===== src/rtl/gpiob_pkg.sv =====
package gpiob_pkg;

    localparam int ADDR_W = 4;

    typedef enum logic [ADDR_W-1:0] {
        RA_LEVEL = 4'd0,
        RA_LATCH = 4'd1,
        RA_DIR   = 4'd2,
        RA_IEN   = 4'd3,
        RA_TYP0  = 4'd4,
        RA_TYP1  = 4'd5,
        RA_TYP2  = 4'd6,
        RA_STAT  = 4'd7
    } reg_addr_e;

    typedef struct packed {
        logic is_level;
        logic both;
        logic pol;
    } trig_cfg_t;

    function automatic trig_cfg_t decode_trig(logic t2, logic t1, logic t0);
        trig_cfg_t c;
        c.is_level = t1;
        c.both     = t2 & ~t1;
        c.pol      = t0;
        return c;
    endfunction

    function automatic logic pin_hit(trig_cfg_t c, logic cur, logic prev);
        logic h;
        if (c.is_level)
            h = (cur == c.pol);
        else if (c.both)
            h = cur ^ prev;
        else if (c.pol)
            h = cur & ~prev;
        else
            h = ~cur & prev;
        return h;
    endfunction

endpackage


===== src/rtl/gpiob_sync.sv =====
module gpiob_sync #(
    parameter int NPINS = 32,
    parameter int DEPTH = 2
) (
    input  logic             clk,
    input  logic             rst,
    input  logic [NPINS-1:0] pad_in,
    output logic [NPINS-1:0] level,
    output logic [NPINS-1:0] prev
);
    localparam int NSTG = DEPTH + 1;

    logic [NPINS-1:0] stg [NSTG];

    always_ff @(posedge clk) begin
        if (rst) begin
            for (int i = 0; i < NSTG; i++) stg[i] <= '0;
        end else begin
            stg[0] <= pad_in;
            for (int i = 1; i < NSTG; i++) stg[i] <= stg[i-1];
        end
    end

    assign level = stg[DEPTH-1];
    assign prev  = stg[DEPTH];

    p_stage_shift_r1: assert property (@(posedge clk) disable iff (rst)
        !$past(rst) |-> (prev == $past(level)));

endmodule


===== src/rtl/gpiob_detect.sv =====
module gpiob_detect
    import gpiob_pkg::*;
#(
    parameter int NPINS = 32
) (
    input  logic [NPINS-1:0] typ0,
    input  logic [NPINS-1:0] typ1,
    input  logic [NPINS-1:0] typ2,
    input  logic [NPINS-1:0] level,
    input  logic [NPINS-1:0] prev,
    output logic [NPINS-1:0] hit
);
    for (genvar i = 0; i < NPINS; i++) begin : g_pin
        trig_cfg_t cfg;
        assign cfg    = decode_trig(typ2[i], typ1[i], typ0[i]);
        assign hit[i] = pin_hit(cfg, level[i], prev[i]);

        always_comb begin
            if (!typ1[i] && (level[i] == prev[i]))
                p_no_edge_when_steady_r4: assert (!hit[i]);
        end
    end

endmodule


===== src/rtl/gpiob_regs.sv =====
module gpiob_regs
    import gpiob_pkg::*;
#(
    parameter int NPINS = 32
) (
    input  logic              clk,
    input  logic              rst,
    input  logic [ADDR_W-1:0] addr,
    input  logic              wr_en,
    input  logic [NPINS-1:0]  wdata,
    input  logic [NPINS-1:0]  level,
    input  logic [NPINS-1:0]  hit,
    output logic [NPINS-1:0]  rdata,
    output logic [NPINS-1:0]  latch,
    output logic [NPINS-1:0]  dir,
    output logic [NPINS-1:0]  ien,
    output logic [NPINS-1:0]  typ0,
    output logic [NPINS-1:0]  typ1,
    output logic [NPINS-1:0]  typ2,
    output logic [NPINS-1:0]  stat
);
    logic [NPINS-1:0] clr;
    logic             stat_wr;

    assign stat_wr = wr_en && (addr == RA_STAT);
    assign clr     = stat_wr ? wdata : '0;

    always_ff @(posedge clk) begin
        if (rst) begin
            latch <= '0;
            dir   <= '0;
            ien   <= '0;
            typ0  <= '0;
            typ1  <= '0;
            typ2  <= '0;
            stat  <= '0;
        end else begin
            if (wr_en) begin
                case (addr)
                    RA_LEVEL: latch <= wdata;
                    RA_DIR:   dir   <= wdata;
                    RA_IEN:   ien   <= wdata;
                    RA_TYP0:  typ0  <= wdata;
                    RA_TYP1:  typ1  <= wdata;
                    RA_TYP2:  typ2  <= wdata;
                    default:  ;
                endcase
            end
            stat <= (stat & ~clr) | hit;
        end
    end

    always_comb begin
        case (addr)
            RA_LEVEL: rdata = level;
            RA_LATCH: rdata = latch;
            RA_DIR:   rdata = dir;
            RA_IEN:   rdata = ien;
            RA_TYP0:  rdata = typ0;
            RA_TYP1:  rdata = typ1;
            RA_TYP2:  rdata = typ2;
            RA_STAT:  rdata = stat;
            default:  rdata = '0;
        endcase
    end

    p_w1c_clear_r6: assert property (@(posedge clk) disable iff (rst)
        stat_wr |=> ((stat & $past(wdata & ~hit)) == '0));

    p_sticky_hold_r6: assert property (@(posedge clk) disable iff (rst)
        !stat_wr |=> (($past(stat) & ~stat) == '0));

    p_capture_r9: assert property (@(posedge clk) disable iff (rst)
        (hit != '0) |=> ((stat & $past(hit)) == $past(hit)));

endmodule


===== src/rtl/gpiob_top.sv =====
module gpiob_top
    import gpiob_pkg::*;
#(
    parameter int NPINS = 32,
    parameter int SYNC_DEPTH = 2
) (
    input  logic              clk,
    input  logic              rst,
    input  logic [ADDR_W-1:0] addr,
    input  logic              wr_en,
    input  logic [NPINS-1:0]  wdata,
    output logic [NPINS-1:0]  rdata,
    input  logic [NPINS-1:0]  pad_in,
    output logic [NPINS-1:0]  pad_out,
    output logic [NPINS-1:0]  pad_oe,
    output logic              irq
);
    logic [NPINS-1:0] level, prev, hit;
    logic [NPINS-1:0] latch, dir, ien, typ0, typ1, typ2, stat;

    gpiob_sync #(.NPINS(NPINS), .DEPTH(SYNC_DEPTH)) u_sync (
        .clk(clk), .rst(rst), .pad_in(pad_in), .level(level), .prev(prev)
    );

    gpiob_detect #(.NPINS(NPINS)) u_detect (
        .typ0(typ0), .typ1(typ1), .typ2(typ2),
        .level(level), .prev(prev), .hit(hit)
    );

    gpiob_regs #(.NPINS(NPINS)) u_regs (
        .clk(clk), .rst(rst), .addr(addr), .wr_en(wr_en), .wdata(wdata),
        .level(level), .hit(hit), .rdata(rdata),
        .latch(latch), .dir(dir), .ien(ien),
        .typ0(typ0), .typ1(typ1), .typ2(typ2), .stat(stat)
    );

    assign pad_out = latch;
    assign pad_oe  = dir;
    assign irq     = |(stat & ien);

    p_irq_masked_r7: assert property (@(posedge clk) disable iff (rst)
        (ien == '0) |-> !irq);

    p_oe_hold_r3: assert property (@(posedge clk) disable iff (rst)
        !(wr_en && addr == RA_DIR) |=> $stable(pad_oe));

    p_out_hold_r2: assert property (@(posedge clk) disable iff (rst)
        !(wr_en && addr == RA_LEVEL) |=> $stable(pad_out));

endmodule


===== config.mk =====
export PLATFORM = sky130hd
export DESIGN_NAME = gpiob_top
export DESIGN_NICKNAME = d
export VERILOG_FILES = /design/src/rtl/gpiob_pkg.sv /design/src/rtl/gpiob_sync.sv /design/src/rtl/gpiob_detect.sv /design/src/rtl/gpiob_regs.sv /design/src/rtl/gpiob_top.sv
export SDC_FILE = /design/constraint.sdc
export NUM_CORES = 1
export LEC_CHECK = 0
export BUFFER_PORTS_ARGS = -buffer_cell sky130_fd_sc_hd__buf_4
export CORE_MARGIN = 1.5
export CORE_UTILIZATION = 55
export CTS_BUF_LIST = sky130_fd_sc_hd__clkbuf_8
export CTS_CLUSTER_SIZE = 8
export DETAILED_ROUTE_END_ITERATION = 6
export MAX_ROUTING_LAYER = met4
export PLACE_DENSITY = 0.8
export SKIP_LAST_GASP = 1
export SYNTH_ARGS = -nofsm -noshare
export SYNTH_HDL_FRONTEND = slang
export SYNTH_SLANG_ARGS = --single-unit

===== constraint.sdc =====
create_clock -name clk -period 1.7 [get_ports clk]
set_clock_uncertainty 0.15 [all_clocks]
set_input_delay 0.17 -clock clk [delete_from_list [all_inputs] [get_ports clk]]
set_output_delay 0.17 -clock clk [all_outputs]
set_load 0.1 [all_outputs]

==> results_dict.tcl <==
set metrics [dict create \
    status "complete, but fails checks" \
    violations "design-rule violations, negative setup slack" \
    placedCellCount 2213 \
    clock_sinks 320 \
    pwr-share-comb_pct 12.0 \
    synth_edf_count 0 \
    start_kind "register" \
    maxSlewHeadroom_pct 64.1 \
    synth_top_area_share_pct 45.5 \
    clk_path_buf_depth 3 \
    rows 58 \
    min_path_type "in -> reg" \
    tns_ns -16.65 \
    route.vias.total 14800 \
    p_per_area_nw_per_um2 793 \
    clkSlewWorstSetupHoldPaths_ns 0.06 \
    netlist_area_um2 14100 \
    setup_violations 36 \
    drt-initial-drc-count 1973 \
    yosys.cell_types.count 30 \
    core_um2 25100 \
    fill_cells 1452 \
    grt_max_degree 74 \
    cp_slowest_cell "or4_4" \
    p_seq_share_pct 49.5 \
    clock_latency_ns 0.59 \
    fp.dieW_um 163 \
    nets 2179 \
    ys_top_cells_by_count "nand2_1, dfxtp_1, a21oi_1" \
    rsz0062_at_grt "yes" \
    cts-buffers-inserted 51 \
    ios 168 \
    period_minus_slack_ns 2.40 \
    critPathArrivalTime_ns 2.08 \
    layout.cells.non_filler 2403 \
    crit_required_ns 1.38 \
    routed_via_density 6.15 \
    yosysTopAreaCell "dfxtp_1" \
    synthCells 1635 \
    synth_area_per_cell_um2 8.60 \
    grt_first_pass_wirelength_mm 77.1 \
    setup_slack_ns -0.702 \
    crit_chain "a22oi_1, nand4_1, or4_4, buf_12" \
    swShare_pct 26.6 \
    ys_ff_latch 320 \
    switching_power_mw 4.22 \
    insertedDiodeCount 0 \
    clk_root_buffer_cell "clkbuf_8" \
    r2r_end "u_regs.stat[9]" \
    grt_overflow_total 0 \
    synthSimpleGateAreaFrac_pct 19.2 \
    r2r_cells 7 \
    multi_input_area_um2 7440 \
    synth_xor_area_share_pct 1.99 \
    ant_nets 0 \
    synth_top_family_by_area "compound AO/OA/AOI/OAI gates" \
    ys_warn_count 0 \
    maxSlewViolCount 0 \
    intPower_mw 11.6 \
    crit_path_end "irq" \
    peakVddDrop_mv 0.754 \
    dp_hpwl_mm 29.0 \
    crit_path_end_kind "primary output" \
    finalPower_mw 15.9 \
    finalCritPeriodShare_pct 141 \
    critical_path_class "reg -> out" \
    wl_mm 50.1 \
    final_layout_size_suffix_gt1_share_pct 27.7 \
    regArea_um2 6470 \
    areaGrowthSynthToFinish_pct 42.2 \
    tightest_slew_ns 0.538 \
    place_area_um2 17400 \
    max_cap_viol_count 0 \
    synth_most_common_cell "nand2_1" \
    cts_tree "built" \
    slowest_delay_ns 0.60 \
    synth_compound_area_share_pct 19.6 \
    drc 3 \
    first_global_vias 14900 \
    p_leak_nw 8.52 \
    yosys-top-cells-area "dfxtp_1, nand2_1, a21oi_1, ha_1, a222oi_1" \
    syn-num-nets 1770 \
    synth-adder-area-share_pct 5.69 \
    final_cell_area_um2 20000 \
    die_y_um 163 \
    start_util_pct 56.0 \
    muxShareOfSynthArea_pct 2.35 \
    antenna_found_initial 0 \
    synthFlopType "dfxtp_1" \
    synthArstFlopShare_pct 0 \
    wire_per_inst_um 20.8 \
    port_buffers 167 \
    h-tree-depth 2 \
    dr.pass1.iters 7 \
    max_clock_freq_mhz 416 \
    place.gp.congestion 0.925 \
    dp_worst_setup_slack_ns -0.408 \
    cp-startpoint "u_regs.stat[27]" \
    synth_seq_area_share_pct 45.5 \
    cp_max_fo 2 \
    dieArea_um2 26500 \
    ff2ff_setup_slack_ns -0.08 \
    grt_usage_pct 37.8 \
    hold_viol 0 \
    power_frac_clock_pct 38.5 \
    worstReg2RegStart "u_sync.stg[0][41]" \
]
==> critical path, delay by kind of cell, from the launching register on <==
family	cells	cell delay (ns)
AND/OR/NAND/NOR	2	0.72
buffers and inverters	1	0.19
flip-flops	1	0.33
AO/OA/AOI/OAI	1	0.24
==> metal layers <==
metal / routed length, um / vias up / track usage (%) / share of wire [%]
met2: 24000 / 1048 / 62.1 / 48
met4: 2740 / 0 / 21.4 / 5.5
met1: 18200 / 6949 / 43.5 / 36
met5: 0 / - / - / 0
met3: 5120 / 263 / 7.03 / 10
li1: - / 6508 / - / -
==> flip-flops by register name, summed over array words and instances, names as in the netlist <==
register      cells
u_regs.dir       32
u_regs.latch     32
u_regs.typ2      32
u_regs.typ0      32
u_regs.stat      32
u_regs.typ1      32
u_sync.stg       96
u_regs.ien       32
==> cell type report <==
class	instances	share of cell area [%]
Multi-Input combinational cell	1135	37.2
Sequential cell	320	32.3
Timing Repair Buffer	472	22.6
Clock buffer	59	4.06
Tap cell	330	2.06
Inverter	64	1.24
Clock inverter	23	0.482
==> cells in the final DEF (no fill, tap or decap), types with 58 or more instances in the layout <==
master / instances
clkbuf_8: 59
dfxtp_1: 276
buf_12: 58
buf_4: 326
a21oi_1: 192
nand2_1: 324
inv_1: 78
nor2_1: 98
nor2b_1: 96
a22oi_1: 74
a222oi_1: 64
dlygate4sd3_1: 73
==> power by group through the flow <==
stage	Combinational [mW]	Clock, mW	Sequential, mW
after floorplan	0.762	0	8.10
after global placement	1.53	0	8.00
after detailed placement	1.57	0	8.00
after CTS	1.80	6.11	7.84
after global routing	2.01	6.48	7.86
final	1.90	6.11	7.85
==> worst min path at each step <==
stage                              to  depth (start not counted)       start  slack (ns)
floorplan            u_sync.stg[0][0]                          1   pad_in[0]        0.15
global placement     u_sync.stg[0][5]                          2   pad_in[5]        0.23
detailed placement   u_sync.stg[0][6]                          2   pad_in[6]        0.24
CTS                 u_sync.stg[0][28]                          3  pad_in[28]        0.17
global route         u_sync.stg[0][7]                          3   pad_in[7]        0.20
finish              u_sync.stg[0][28]                          3  pad_in[28]        0.19
==> stage by stage <==
step	utilization (%)	hold WS, ns
floorplan	-	0.148
global placement	69.4	0.228
detailed placement	69.4	0.235
CTS	78.7	0.172
global route	79.7	0.202
finish	79.7	0.192
==> what timing repair did <==
item	CTS	global route
setup endpoints to repair	35	53
buffers inserted	28	9
cloned	0	0
pin swaps	38	76
gates resized for setup	136	58
hold buffers	73	0
endpoints found under the hold margin	264	0
==> cell families (layout without fill, tap and decap cells) <==
family	Yosys count	in the layout
flops	320	320
simple gates	607	607
xor+xnor	32	32
mux	33	33
compound gates	399	399
fa+ha+maj	64	64
buf+inv	180	618
No activity file was read; power rests on OpenSTA's default activity.
